<file path="config.mk">
export PLATFORM = sky130hd
export DESIGN_NAME = bytepar_port
export DESIGN_NICKNAME = d
export VERILOG_FILES = /design/src/rtl/bytepar_pkg.sv /design/src/rtl/bytepar_op_decode.sv /design/src/rtl/bytepar_tree.sv /design/src/rtl/bytepar_merge.sv /design/src/rtl/bytepar_port.sv
export SDC_FILE = /design/constraint.sdc
export NUM_CORES = 1
export LEC_CHECK = 0
export BUFFER_PORTS_ARGS = -buffer_cell sky130_fd_sc_hd__buf_2
export CAP_MARGIN = 20
export CORE_AREA = 2 2 92 94
export CTS_BUF_LIST = sky130_fd_sc_hd__clkbuf_16
export DETAILED_ROUTE_END_ITERATION = 6
export DIE_AREA = 0 0 94 96
export GPL_ROUTABILITY_DRIVEN = 1
export GPL_TIMING_DRIVEN = 0
export PLACE_DENSITY = 0.86
export SLEW_MARGIN = 25
export SYNTH_ARGS = -nofsm -noshare
export SYNTH_HDL_FRONTEND = slang
export SYNTH_HIERARCHICAL = 1
export SYNTH_SLANG_ARGS = --single-unit
</file>
<file path="constraint.sdc">
create_clock -name clk -period 9.9 [get_ports clk]
set_input_delay 2.475 -clock clk [delete_from_list [all_inputs] [get_ports clk]]
set_output_delay 2.475 -clock clk [all_outputs]
set_load 0.01 [all_outputs]
</file>
<file path="src/rtl/bytepar_pkg.sv">
package bytepar_pkg;
    typedef enum logic [2:0] {
        OP_NONE,
        OP_FIFO_WR,
        OP_MBOX_WR,
        OP_FIFO_RD,
        OP_MBOX_RD
    } port_op_e;
endpackage

</file>
<file path="src/rtl/bytepar_op_decode.sv">
module bytepar_op_decode
    import bytepar_pkg::*;
(
    input  logic     port_cs,
    input  logic     en,
    input  logic     wr_nrd,
    input  logic     mbox_sel,
    output port_op_e op
);
    always_comb begin
        op = OP_NONE;
        if (port_cs && en) begin
            unique case ({wr_nrd, mbox_sel})
                2'b10:   op = OP_FIFO_WR;
                2'b11:   op = OP_MBOX_WR;
                2'b00:   op = OP_FIFO_RD;
                default: op = OP_MBOX_RD;
            endcase
        end
    end
endmodule

</file>
<file path="src/rtl/bytepar_tree.sv">
module bytepar_tree #(
    parameter int NBYTES = 4,
    parameter int BYTE_W = 9,
    localparam int DATA_W = NBYTES * BYTE_W
) (
    input  logic [DATA_W-1:0] word,
    input  logic              odd_sel,
    output logic [NBYTES-1:0] fail,
    output logic [NBYTES-1:0] gen_bit
);
    for (genvar b = 0; b < NBYTES; b++) begin : g_byte
        logic lo_x;
        assign lo_x       = ^word[b*BYTE_W +: BYTE_W-1];
        assign gen_bit[b] = lo_x ^ odd_sel;
        assign fail[b]    = lo_x ^ word[b*BYTE_W + BYTE_W-1] ^ odd_sel;
    end
endmodule

</file>
<file path="src/rtl/bytepar_merge.sv">
module bytepar_merge #(
    parameter int NBYTES = 4,
    parameter int BYTE_W = 9,
    localparam int DATA_W = NBYTES * BYTE_W
) (
    input  logic [DATA_W-1:0] word,
    input  logic [NBYTES-1:0] gen_bit,
    input  logic              use_gen,
    output logic [DATA_W-1:0] merged
);
    for (genvar b = 0; b < NBYTES; b++) begin : g_byte
        assign merged[b*BYTE_W +: BYTE_W-1] = word[b*BYTE_W +: BYTE_W-1];
        assign merged[b*BYTE_W + BYTE_W-1]  = use_gen ? gen_bit[b]
                                                      : word[b*BYTE_W + BYTE_W-1];
    end
endmodule

</file>
<file path="src/rtl/bytepar_port.sv">
module bytepar_port
    import bytepar_pkg::*;
#(
    parameter int NBYTES = 4,
    parameter int BYTE_W = 9,
    localparam int DATA_W = NBYTES * BYTE_W
) (
    input  logic              clk,
    input  logic              rst_n,
    input  logic              port_cs,
    input  logic              en,
    input  logic              wr_nrd,
    input  logic              mbox_sel,
    input  logic              gen_en,
    input  logic              odd_sel,
    input  logic [DATA_W-1:0] bus_in,
    input  logic [DATA_W-1:0] fifo_q,
    input  logic [DATA_W-1:0] mbox_q,
    output logic              perr_n,
    output logic [DATA_W-1:0] rd_data,
    output logic [DATA_W-1:0] wr_data,
    output logic              fifo_wr,
    output logic              mbox_wr,
    output logic              fifo_rd
);
    function automatic logic [DATA_W-1:0] data_mask();
        logic [DATA_W-1:0] m;
        m = '1;
        for (int b = 0; b < NBYTES; b++) m[b*BYTE_W + BYTE_W-1] = 1'b0;
        return m;
    endfunction
    localparam logic [DATA_W-1:0] DMASK = data_mask();

    port_op_e          op;
    logic              mbox_gen;
    logic [DATA_W-1:0] chk_word;
    logic [NBYTES-1:0] chk_fail, chk_gen;
    logic [NBYTES-1:0] ff_fail_unused, ff_gen;
    logic [DATA_W-1:0] mbox_view, fifo_next;
    logic [DATA_W-1:0] out_q;

    bytepar_op_decode u_dec (
        .port_cs(port_cs), .en(en), .wr_nrd(wr_nrd), .mbox_sel(mbox_sel), .op(op)
    );

    assign mbox_gen = (op == OP_MBOX_RD) && gen_en;
    // Shared trees: bus checking or mailbox regeneration.
    assign chk_word = mbox_gen ? mbox_q : bus_in;

    bytepar_tree #(.NBYTES(NBYTES), .BYTE_W(BYTE_W)) u_chk_tree (
        .word(chk_word), .odd_sel(odd_sel), .fail(chk_fail), .gen_bit(chk_gen)
    );
    bytepar_merge #(.NBYTES(NBYTES), .BYTE_W(BYTE_W)) u_mbox_merge (
        .word(mbox_q), .gen_bit(chk_gen), .use_gen(mbox_gen), .merged(mbox_view)
    );

    // FIFO path: trees between memory and the output register.
    bytepar_tree #(.NBYTES(NBYTES), .BYTE_W(BYTE_W)) u_fifo_tree (
        .word(fifo_q), .odd_sel(odd_sel), .fail(ff_fail_unused), .gen_bit(ff_gen)
    );
    bytepar_merge #(.NBYTES(NBYTES), .BYTE_W(BYTE_W)) u_fifo_merge (
        .word(fifo_q), .gen_bit(ff_gen), .use_gen(gen_en), .merged(fifo_next)
    );

    // State register: output register, loads only on OP_FIFO_RD.
    always_ff @(posedge clk or negedge rst_n) begin
        if (!rst_n)                out_q <= '0;
        else if (op == OP_FIFO_RD) out_q <= fifo_next;
    end

    // Output process.
    always_comb begin
        fifo_wr = 1'b0;
        mbox_wr = 1'b0;
        fifo_rd = 1'b0;
        unique case (op)
            OP_FIFO_WR: fifo_wr = 1'b1;
            OP_MBOX_WR: mbox_wr = 1'b1;
            OP_FIFO_RD: fifo_rd = 1'b1;
            default: ;
        endcase
        wr_data = bus_in;
        rd_data = mbox_sel ? mbox_view : out_q;
        perr_n  = mbox_gen ? 1'b1 : ~|chk_fail;
    end


    mbox_gen_flag_chk: assert property (@(posedge clk) disable iff (!rst_n)
        (port_cs && en && !wr_nrd && mbox_sel && gen_en) |-> perr_n);

    mbox_data_keep_chk: assert property (@(posedge clk) disable iff (!rst_n)
        (port_cs && en && !wr_nrd && mbox_sel) |-> ((rd_data & DMASK) == (mbox_q & DMASK)));

    fifo_load_chk: assert property (@(posedge clk) disable iff (!rst_n)
        (fifo_rd && !gen_en) |=> (out_q == $past(fifo_q)));

    fifo_gen_data_chk: assert property (@(posedge clk) disable iff (!rst_n)
        fifo_rd |=> ((out_q & DMASK) == ($past(fifo_q) & DMASK)));

    out_hold_chk: assert property (@(posedge clk) disable iff (!rst_n)
        !(port_cs && en && !wr_nrd && !mbox_sel) |=> $stable(out_q));

    strobe_excl_chk: assert property (@(posedge clk) disable iff (!rst_n)
        $onehot0({fifo_wr, mbox_wr, fifo_rd}));
endmodule

</file>
==> flow_metrics.tcl <==
set metrics [dict create \
    status "complete, no violations" \
    cts_tree "built" \
    layout_setup_ws_ps 1930 \
    cts_hold_buf 0 \
    setup_viol 0 \
    drive_above_1_share_pct 77.2 \
    syn_area_per_cell_um2 11.9 \
    vias_per_cell 4.68 \
    grt_usage_pct 20.6 \
    holdPathStages 1 \
    vias 2994 \
    drt-total-wl_um 9400 \
    power.density_nw_per_um2 116 \
    grt_max_degree 37 \
    die_area_um2 9020 \
    nets 654 \
    area_growth_pct 30.5 \
    cts_max_path_buffers 2 \
    dr.first_iter.drc_count 38 \
    holdCritPathClass "reg -> reg" \
    gp_congestion 0.759 \
    core_area_um2 8050 \
    cts_resized 0 \
    synthCells 337 \
    worstPathArrival_ps 5490 \
    cp-end-kind "output pin" \
    cts.sinks 36 \
    largest_reg_flops 36 \
    critPathKind "in -> out" \
    netlist_area_um2 4000 \
    grt_remaining_overflow 0 \
    antenna_found_initial 0 \
    cts_inserted_buffers 5 \
    nFillCells 660 \
    max-slew-margin-rel_pct 42.7 \
    reg2reg_from "out_q[0]$_DFFE_PN0P_" \
    io_pins 192 \
    port_buffers 191 \
    wire_per_inst_um 14.7 \
    clk_pin_slew_worst_paths_ps 60 \
    rsz0062_at_grt "false" \
    drtAntennaViolNets 0 \
    place_hpwl_um 7670 \
    setup_tns_ps 0 \
    clock.fmax_mhz 126 \
    yosys_warnings 6 \
    grt_pass1_wl_um 14400 \
    synth_nets 456 \
    dieWidth_um 94 \
    rr_worst_depth 1 \
    worst_hold_slack_ps 492 \
    cp_max_fo 10 \
    fin_crit_ps 7970 \
    drc 0 \
    ctsHtreeMaxLevel 2 \
    ir_worst_vdd_v 0.0000641 \
    fin_skew_ps 0 \
    drv_slew 0 \
    worstSetupStartpoint "wr_nrd" \
    rows 33 \
    antennaDiodeCount 0 \
    cp_data_required_time_ps 7430 \
    cts_setup_buffers 0 \
    drt-pass1-iter-count 4 \
    die_height_um 96 \
    finalHoldViolCount 0 \
    start_kind "input port" \
    clk_latency_ps 270 \
    worstHoldStart "out_q[17]$_DFFE_PN0P_" \
    top_regs "out_q (36)" \
    root_buffer "clkbuf_16" \
    maxCapViolCount 0 \
    grt_pass1_vias 3194 \
    post-place-ws_ps 1950 \
    max_flop_register "out_q" \
    tightest_slew_ps 860 \
    p_leak_nw 2.87 \
    initial_core_util_pct 49.7 \
    period_share_pct 80.5 \
]
==> placed cells by master (no fill, tap or decap), drive strengths merged, types with 2 or more instances in the layout <==
| master | n |
|---|---|
| inv | 4 |
| xor2 | 4 |
| mux2 | 116 |
| clkbuf | 5 |
| nor3b | 2 |
| nor2 | 2 |
| buf | 303 |
| ha | 3 |
| dfrtp | 36 |
| xnor2 | 36 |
| xnor3 | 16 |
==> per-layer routing <==
layer / vias up / global-route usage, % / wire length (um)
met4: 0 / 4.59 / 103
met3: 12 / 4.07 / 654
li1: 1441 / - / -
met2: 129 / 41.0 / 4950
met1: 1412 / 22.2 / 3700
met5: - / 0 / 0
==> worst paths after layout <==
path	endpoint	slack, ps
worst max-delay path	rd_data[17]	1930
max in group asynchronous	out_q[24]$_DFFE_PN0P_	7050
min in group asynchronous	out_q[5]$_DFFE_PN0P_	2310
worst max register to register	out_q[0]$_DFFE_PN0P_	9090
worst min register to register	out_q[17]$_DFFE_PN0P_	490
worst min-delay path	out_q[17]$_DFFE_PN0P_	490
==> cell type report <==
| type | count | area (um2) | share of cell area [%] |
|---|---|---|---|
| Clock buffer | 5 | 125 | 2.40 |
| Inverter | 3 | 11.3 | 0.216 |
| Tap cell | 105 | 131 | 2.52 |
| Timing Repair Buffer | 191 | 956 | 18.3 |
| Multi-Input combinational cell | 186 | 2220 | 42.5 |
| Sequential cell | 36 | 901 | 17.3 |
| Clock inverter | 2 | 8.76 | 0.168 |
| Buffer | 112 | 868 | 16.6 |
==> metrics by stage <==
step	cells	power, mW	utilization (%)	area (um2)
3_3_place_gp	633	0.455	63.2	5090
3_5_place_dp	633	0.462	63.2	5090
5_1_grt	640	0.646	64.8	5220
2_1_floorplan	337	0.373	-	4000
4_1_cts	640	0.616	64.8	5220
6_report	640	0.607	64.8	5220
==> critical path, cell delays in order <==
cell	delay, ps
buf_2	90
inv_1	50
ha_1	190
nor2_1	150
nor3_2	80
and4bb_4	340
buf_6	180
buf_12	170
mux2_4	310
xnor2_1	170
xnor3_1	470
xnor2_1	140
mux2_2	250
mux2_2	260
buf_2	150
==> report_power, final <==
group          internal (mW)  leakage [nW]  switching, mW  total, mW
Sequential             0.176         0.474         0.0142      0.191
Combinational          0.164          2.32          0.104      0.267
Clock                 0.0905        0.0709         0.0589      0.149
Total                  0.431          2.87          0.177      0.607
Power figures use the tool's default switching activity.
